$ cat config.mk
export PLATFORM = sky130hd
export DESIGN_NAME = fpmm_unit
export DESIGN_NICKNAME = d
export VERILOG_FILES = /design/src/rtl/fpmm_pkg.sv /design/src/rtl/fpmm_lane.sv /design/src/rtl/fpmm_datapath.sv /design/src/rtl/fpmm_unit.sv
export SDC_FILE = /design/constraint.sdc
export NUM_CORES = 1
export LEC_CHECK = 0
export ABC_AREA = 0
export BUFFER_PORTS_ARGS = -buffer_cell sky130_fd_sc_hd__clkbuf_2
export CORE_UTILIZATION = 55
export CTS_CLUSTER_DIAMETER = 50
export DETAILED_ROUTE_END_ITERATION = 8
export PLACE_DENSITY = 0.89
export RECOVER_POWER = 100
export SETUP_SLACK_MARGIN = 0.02
export SYNTH_ARGS = -nofsm -noshare
export SYNTH_HDL_FRONTEND = slang
export SYNTH_SLANG_ARGS = --single-unit
export TNS_END_PERCENT = 100
$ cat constraint.sdc
create_clock -name clk -period 8.82 [get_ports clk]
set_input_delay 0.882 -clock clk [delete_from_list [all_inputs] [get_ports clk]]
set_output_delay 0.882 -clock clk [all_outputs]
set_load 0.005 [all_outputs]
$ cat src/rtl/fpmm_pkg.sv
package fpmm_pkg;

    localparam int SP_W   = 32;
    localparam int SP_EXP = 8;
    localparam int DP_W   = 64;
    localparam int DP_EXP = 11;

    // op encoding: {dbl, scalar, is_max}
    typedef struct packed {
        logic dbl;
        logic scalar;
        logic is_max;
    } fp_op_t;

    // flag vector: bit1 denormal, bit0 invalid
    typedef struct packed {
        logic den;
        logic inv;
    } fp_flags_t;

    function automatic logic lane_active(input fp_op_t o, input int idx);
        return !o.scalar || (idx == 0);
    endfunction

endpackage

$ cat src/rtl/fpmm_lane.sv
module fpmm_lane #(
    parameter int W     = 32,
    parameter int EXP_W = 8
) (
    input  logic [W-1:0] a,
    input  logic [W-1:0] b,
    input  logic         is_max,
    input  logic         daz,
    output logic [W-1:0] res,
    output logic         inv,
    output logic         den
);
    localparam int MAN_W = W - 1 - EXP_W;

    logic [EXP_W-1:0] ea, eb;
    logic [MAN_W-1:0] ma, mb;
    logic             a_nan, b_nan, a_sub, b_sub;
    logic [W-1:0]     a_eff, b_eff;
    logic [W-2:0]     mag_a, mag_b;
    logic             sgn_a, sgn_b;
    logic             a_gt, a_lt, pick_a;

    assign ea = a[W-2 -: EXP_W];
    assign eb = b[W-2 -: EXP_W];
    assign ma = a[MAN_W-1:0];
    assign mb = b[MAN_W-1:0];

    assign a_nan = (&ea) && (|ma);
    assign b_nan = (&eb) && (|mb);
    assign a_sub = (~|ea) && (|ma);
    assign b_sub = (~|eb) && (|mb);

    // flush subnormals to a signed zero when requested
    assign a_eff = (daz && a_sub) ? {a[W-1], {(W-1){1'b0}}} : a;
    assign b_eff = (daz && b_sub) ? {b[W-1], {(W-1){1'b0}}} : b;

    assign sgn_a = a_eff[W-1];
    assign sgn_b = b_eff[W-1];
    assign mag_a = a_eff[W-2:0];
    assign mag_b = b_eff[W-2:0];

    // strict sign-magnitude ordering; equal values give neither
    always_comb begin
        a_gt = 1'b0;
        a_lt = 1'b0;
        if (sgn_a != sgn_b) begin
            if ((|mag_a) || (|mag_b)) begin
                a_gt = sgn_b;
                a_lt = sgn_a;
            end
        end else if (sgn_a) begin
            a_gt = mag_a < mag_b;
            a_lt = mag_a > mag_b;
        end else begin
            a_gt = mag_a > mag_b;
            a_lt = mag_a < mag_b;
        end
    end

    assign pick_a = is_max ? a_gt : a_lt;
    assign inv    = a_nan || b_nan;
    assign den    = (a_sub || b_sub) && !daz;

    always_comb begin
        if (inv)         res = b;
        else if (pick_a) res = a_eff;
        else             res = b_eff;
    end

endmodule

$ cat src/rtl/fpmm_datapath.sv
module fpmm_datapath
    import fpmm_pkg::*;
#(
    parameter int DATA_W = 128
) (
    input  logic [DATA_W-1:0] a,
    input  logic [DATA_W-1:0] b,
    input  fp_op_t            op,
    input  logic              daz,
    output logic [DATA_W-1:0] res,
    output fp_flags_t         flags
);
    localparam int SP_N = DATA_W / SP_W;
    localparam int DP_N = DATA_W / DP_W;

    logic [SP_N-1:0][SP_W-1:0] sp_res;
    logic [SP_N-1:0]           sp_inv, sp_den;
    logic [DP_N-1:0][DP_W-1:0] dp_res;
    logic [DP_N-1:0]           dp_inv, dp_den;

    for (genvar i = 0; i < SP_N; i++) begin : g_sp
        fpmm_lane #(.W(SP_W), .EXP_W(SP_EXP)) u_lane (
            .a      (a[i*SP_W +: SP_W]),
            .b      (b[i*SP_W +: SP_W]),
            .is_max (op.is_max),
            .daz    (daz),
            .res    (sp_res[i]),
            .inv    (sp_inv[i]),
            .den    (sp_den[i])
        );
    end

    for (genvar i = 0; i < DP_N; i++) begin : g_dp
        fpmm_lane #(.W(DP_W), .EXP_W(DP_EXP)) u_lane (
            .a      (a[i*DP_W +: DP_W]),
            .b      (b[i*DP_W +: DP_W]),
            .is_max (op.is_max),
            .daz    (daz),
            .res    (dp_res[i]),
            .inv    (dp_inv[i]),
            .den    (dp_den[i])
        );
    end

    // inactive lanes pass src a through and contribute no flags
    always_comb begin
        res   = a;
        flags = '0;
        if (op.dbl) begin
            for (int i = 0; i < DP_N; i++) begin
                if (lane_active(op, i)) begin
                    res[i*DP_W +: DP_W] = dp_res[i];
                    flags.inv = flags.inv | dp_inv[i];
                    flags.den = flags.den | dp_den[i];
                end
            end
        end else begin
            for (int i = 0; i < SP_N; i++) begin
                if (lane_active(op, i)) begin
                    res[i*SP_W +: SP_W] = sp_res[i];
                    flags.inv = flags.inv | sp_inv[i];
                    flags.den = flags.den | sp_den[i];
                end
            end
        end
    end

endmodule

$ cat src/rtl/fpmm_unit.sv
module fpmm_unit
    import fpmm_pkg::*;
#(
    parameter int DATA_W = 128
) (
    input  logic              clk,
    input  logic              rst,
    input  logic              in_vld,
    input  logic [DATA_W-1:0] src_a,
    input  logic [DATA_W-1:0] src_b,
    input  logic [2:0]        op,
    input  logic              dz_en,
    input  logic              mask_inv,
    input  logic              mask_den,
    output logic              out_vld,
    output logic [DATA_W-1:0] out_res,
    output logic [1:0]        out_flags,
    output logic              out_fault
);
    fp_op_t            op_s;
    logic [DATA_W-1:0] dp_res;
    fp_flags_t         dp_flags;
    logic              fault_c;

    assign op_s = fp_op_t'(op);

    fpmm_datapath #(.DATA_W(DATA_W)) u_dp (
        .a     (src_a),
        .b     (src_b),
        .op    (op_s),
        .daz   (dz_en),
        .res   (dp_res),
        .flags (dp_flags)
    );

    assign fault_c = (dp_flags.inv && !mask_inv) || (dp_flags.den && !mask_den);

    always_ff @(posedge clk) begin
        if (rst) begin
            out_vld   <= 1'b0;
            out_fault <= 1'b0;
            out_flags <= '0;
            out_res   <= '0;
        end else begin
            out_vld   <= in_vld && !fault_c;
            out_fault <= in_vld && fault_c;
            out_flags <= in_vld ? dp_flags : 2'b00;
            if (in_vld && !fault_c)
                out_res <= dp_res;
        end
    end

    // a faulting operation never also reports a written result
    a_r9_fault_excl: assert property (@(posedge clk) disable iff (rst)
        !(out_vld && out_fault));

    // result register untouched on a fault cycle
    a_r9_fault_hold: assert property (@(posedge clk) disable iff (rst)
        out_fault |-> $stable(out_res));

    // every accepted strobe answers on the next edge
    a_r10_latency: assert property (@(posedge clk) disable iff (rst)
        in_vld |=> (out_vld || out_fault));

    // no strobe, no output activity
    a_r10_idle: assert property (@(posedge clk) disable iff (rst)
        !in_vld |=> (!out_vld && !out_fault && out_flags == 2'b00));

    // scalar single keeps upper bits of src_a
    a_r3_upper_keep: assert property (@(posedge clk) disable iff (rst)
        (in_vld && op[2:1] == 2'b01 && !fault_c)
        |=> out_res[DATA_W-1:32] == $past(src_a[DATA_W-1:32]));

    // scalar double keeps upper bits of src_a
    a_r4_upper_keep: assert property (@(posedge clk) disable iff (rst)
        (in_vld && op[2:1] == 2'b11 && !fault_c)
        |=> out_res[DATA_W-1:64] == $past(src_a[DATA_W-1:64]));

endmodule

Yosys cells after proc, flatten, opt, wreduce, memory -nomap -nowiden --
Cells that the tools add are included.
Operators by class: $lt $le $gt $ge 12, equal/unequal tests 6, bitwise gates (word level) 9, reduce and logical (&&, ||, !) cells 130, mux-type cells 80
Operator list (number):
- $mux 32 | 11
- $mux 64 | 5
- $mux 63 | 4
- $reduce_or 63->1 | 4
- $mux 31 | 8
- $reduce_or 31->1 | 8
- $reduce_or 52->1 | 4
- $reduce_or 23->1 | 8
- $mux 128 | 1
- $gt 63x63->1 | 2
- $lt 63x63->1 | 2
- $gt 31x31->1 | 4
- $lt 31x31->1 | 4
- $reduce_and 8->1 | 8
- $reduce_or 8->1 | 8
- $logic_and 1x1->1 | 46
- $reduce_and 11->1 | 4
- $reduce_or 11->1 | 4
- $mux 1 | 42
- $logic_or 1x1->1 | 19
- $mux 2 | 9
- $logic_not 1->1 | 16
- $or 1x1->1 | 8
- $ne 1x1->1 | 6
- other kinds (2) | 2
Word-level totals: flip-flop bits (word level) 132, output and inout bits 132, word-level logic and storage cells 241, bits of input ports 265

Depth between registers and ports, before layout --
depth after elaboration 19, mapped depth 22

Cells and area by module --
Synthesis repeated with hierarchy kept, for this count alone.
Second synthesis, totals: cell total of the unflattened synthesis 3072, area, all modules 22963.3 µm²
By module, submodules not included:
- fpmm_lane at u_dp.g_dp[0].u_lane ... | area each 3649.8 µm², times used 2, sequential area each 0.0 µm², cells each 513
- fpmm_unit | area each 5953.2 µm², times used 1, sequential area each 2642.5 µm², cells each 569
- fpmm_lane at u_dp.g_sp[0].u_lane ... | area each 1843.0 µm², times used 2, sequential area each 0.0 µm², cells each 277
- fpmm_datapath | area each 2449.8 µm², times used 1, sequential area each 0.0 µm², cells each 364
- fpmm_lane at u_dp.g_sp[3].u_lane | area each 1823.0 µm², times used 1, sequential area each 0.0 µm², cells each 280
- fpmm_lane at u_dp.g_sp[2].u_lane | area each 1751.7 µm², times used 1, sequential area each 0.0 µm², cells each 279

Worst setup path before layout --
No wires, ideal clock.
path kind input -> register, start in src_b[39], end reg out_res[47], cell stages on the path 19, arrival time 5.676 ns, path buffers 4, library setup time 0.087 ns, setup slack 3.057 ns, cell sequence or4_1 -> nand4bb_1 -> nor4_2 -> or2_2 -> clkbuf_1 -> clkbuf_1 -> clkbuf_1 -> nand2_1 -> ha_1 -> nand4_1 -> nor4_1 -> nand3_1 -> nor3_1 -> nor2_1 -> mux4_2 -> clkbuf_1 -> o31ai_2 -> a221oi_1 -> o31ai_1
On the way: cells in the longest elaborated chain, start to end 17, elaborated cells on any way between the ends 65, those cells by class 4 x order compare; 30 x mux; 8 x bitwise; 23 x reduce/logical
RTL lines:
- from (decl) | RTL line fpmm_unit.sv:10 | input logic [DATA_W-1:0] src_b,
- parallel branches: the longest is 17 deep, another holds $lt 63x63->1
- to (signal assigned) | RTL line fpmm_unit.sv:49 | out_res <= dp_res;
- to (decl) | RTL line fpmm_unit.sv:16 | output logic [DATA_W-1:0] out_res,
Several ways; the timed one is not identified. The select of a mux whose other input is x is not followed. A chain may end at the register's enable or synchronous reset.

Worst setup path after layout --
start in src_b[32], end reg out_res[48]
The elaborated chain is that of the path after synthesis.

==> metrics <==
switching part of the total power 41.7%; ys async rst share 0%; Root Buffer clkbuf_16; # rows 65; via count 22100; slowest stage cell, crit path o31ai_2; CP Data Required Time 9210 ps; Post-Syn Area per Cell 7.08 um^2; clk_skew 0 ps; failing checks max-capacitance violations, max-slew violations; Post-synth EDFFs 0; number of CTS-inserted buffers 17; Vias per Instance 7.05; Top Family by Delay on Critical Path simple AND/OR/NAND/NOR gates; LEAKAGE 9.39 nW; routability congestion estimate 1.05; register bit count reported by yosys 132; Die H 181 um; Final ANT Viol Nets 0; hold_sp out_res[77]; TNS Setup 0 ps; maxcap violations 2; clock sink total 132; sw power 0.000983 W; outcome complete, but fails checks; # nets final 3238; Syn-to-layout area delta 13.4%; Syn Nets 3000; final hold violation count 0; Max Fclk 126 MHz; Reg-to-Reg Start out_res[72]; Max clock buf depth 2; Worst Path Arrival 8350 ps; hpwl dp 54600 um; worst hold path depth 2; fin cells 3141; drt initial violations 2603; final max-slew violation count 49; Cell Area, Synth 17600 um^2; predominant post-synthesis flop cell dfxtp_1; r2r endpoint out_res[72]; Seq pwr share 29.0%; Crit path depth 17; Worst Setup SP src_b[32]; WL final 73900 um; number of global-route vias before repair 21000; VDD IR-drop max 0.156 mV; Synth Warn # 0; Worst Setup Start Kind primary input; clock transition at the registers of the reported paths 70 ps; Die ar. 32700 um^2; power density cells 118 nW/um^2; R2R cell count 3; Comb power frac 39.7%; Ports 397; Power Internal 0.00137 W; DR DRC count 0; Worst Path Class, Setup primary input to flip-flop; port buffer count 396; share of cells above drive strength 1 15.9%; post-layout minimum cycle time 7960 ps; largest net degree at the start of global routing 90; DRT Pass-1 Iters 8; Buf+Inv Stages, Crit Path 1; post-cts resize count 0; Clk Latency, worst-skew pair 470 ps; die width 181 um; min-delay worst type flip-flop to flip-flop; r2r setup slk 7950 ps; CP max stage delay 1050 ps; crit path to out_res[48]; slack of the critical path 862 ps; Setup crit end kind flip-flop; H-tree levels 4; setup slack after placement 1310 ps; Synth cell types 90; cell count after synthesis 2485; WL/cell 23.5 um; Slew HR -41.8%; number of antenna violations at the first check in global routing 4; FILL cells 2960; RSZ-0062 raised after global routing no; Global Route Usage Sum 43.7%; Slew @ Worst Pin 2130 ps; setup violators final 0; Core ar. 31600 um^2; Critical Path, Cell by Cell clkbuf_1, nor4_1, nand4b_1, nor4_1, or2_2, nand2_1, ha_1, and4_1, nand4_1, nor4_1, nand3_1, nor3_1, nor2_1, mux4_2, o31ai_2, a221oi_1, o31ai_1; total gr overflow 0; global-route wire length before repair 113000 um; Initial Utilization 55.8%; Tcrit/Tclk final 90.2%; most used cell, CP nor4_1; postcts setup bufs 0; TritonCTS clock tree done; Clk network pwr share 31.3%; Inst Count DP 3106; critical-path maximum fanout 27; register area share after synthesis 15.0%; # hold bufs at CTS 0
[registers in the layout, summed over array words and instances, names as in the netlist]
| register | flops |
|---|---|
| out_res | 128 |
| out_fault | 1 |
| out_flags | 2 |
| out_vld | 1 |
[cell type report]
class                           instances  area (um^2)  share of cell area (%)
Timing Repair Buffer                  419         2080                    10.4
Multi-Input combinational cell       2057        13800                    69.2
Clock buffer                           17          425                    2.13
Sequential cell                       132         2640                    13.2
Inverter                               96          360                    1.80
Clock inverter                         15          134                   0.670
Antenna cell                            3         7.51                  0.0376
Tap cell                              402          503                    2.52
[layout by cell type (no fill, tap or decap), drive strengths merged, types with 8 or more instances in the layout]
cell | Yosys | layout
or3 | 16 | 16
and3 | 40 | 40
ha | 250 | 250
nor2b | 102 | 102
a221o | 13 | 13
clkbuf | 163 | 413
o21ai | 127 | 127
nand2b | 12 | 12
a211oi | 54 | 54
dfxtp | 132 | 132
a31oi | 11 | 11
a21oi | 154 | 154
a2111oi | 11 | 11
buf | 37 | 23
or4 | 14 | 14
mux2i | 19 | 19
o31ai | 15 | 15
o221ai | 16 | 16
and4 | 14 | 14
mux2 | 11 | 11
a221oi | 100 | 100
nor4 | 67 | 67
a21o | 30 | 30
and2 | 91 | 91
o32ai | 28 | 28
or2 | 8 | 8
a311oi | 17 | 17
nand2 | 385 | 385
o21a | 10 | 10
o211ai | 16 | 16
nor2 | 156 | 156
inv | 94 | 104
nand4 | 75 | 75
nand3 | 45 | 45
nor3 | 62 | 62
[through the flow]
stage               power [W]  hold slack (ps)  cell area (um^2)  utilization (%)
finish                0.00236              459             20000             63.3
global placement      0.00158              437             19500             61.8
floorplan             0.00124              449             17600                -
CTS                   0.00233              461             20100             63.6
detailed placement    0.00160              445             19500             61.8
global route          0.00246              479             20000             63.3
[worst register-to-register path, stage by stage (launching register included)]
cell and delay, ps:
dfxtp_1 380, nor2_1 70, a211o_1 300, nor2_1 70
[worst min path at each step]
stage,end,slack (ps)
2_1_floorplan,out_res[23],450
3_3_place_gp,out_res[77],440
3_5_place_dp,out_res[77],450
4_1_cts,out_res[77],460
5_1_grt,out_res[26],480
6_report,out_res[77],460
[power by group through the flow]
stage          clock network [W]  logic (W)  registers, W
2_1_floorplan                  0   0.000549      0.000695
3_3_place_gp                   0   0.000880      0.000695
3_5_place_dp                   0   0.000905      0.000696
4_1_cts                 0.000732   0.000911      0.000683
5_1_grt                 0.000760    0.00101      0.000689
6_report                0.000737   0.000935      0.000685
[synth_stat cells (11+ instances only)]
library cell  number  area [um^2]
a221oi_1         100          876
o21ai_0          124          621
nor4_1            63          394
nand3_1           44          220
a221o_1           13          130
o221ai_1          15          131
and3_1            40          250
a21o_1            30          225
nand2_1          383         1440
o211ai_1          16          120
and4_1            14          123
o32ai_1           28          245
dfxtp_1          132         2640
nand2b_1          12         75.1
ha_1             250         3130
or4_1             14          105
o31ai_1           12         90.1
a311oi_1          17          149
a2111oi_0         11         96.3
a211oi_1          54          405
and2_1            89          557
nand4_1           75          469
clkbuf_1         163          612
a21oi_1          154          771
mux2_2            11          124
buf_2             22          110
nor3_1            60          300
nor2_1           153          574
or3_1             16          100
nor2b_1          102          638
inv_1             93          349
a31oi_1           11         68.8
mux2i_1           19          190
[metal layers]
metal	up-vias	global-route usage [%]	routed length, um
met1	10200	50.0	26200
met3	418	10.7	9040
met2	1747	71.7	33400
met5	-	0	0
li1	9776	-	-
met4	0	30.5	5320
[logic make-up (layout without fill, tap and decap cells)]
kind of cell	count (synthesis)	after routing	share of synthesized area, %
and+or+nand+nor	1100	1100	31.6
xor gates and xnor gates	3	3	0.149
other	0	3	0
DFF	132	132	15.0
buffers and inverters	296	547	6.66
adders and majority gates	250	250	17.8
AOI/OAI and AO/OA	672	672	26.8
muxes	32	32	2.04
Power figures use the tool's default switching activity.
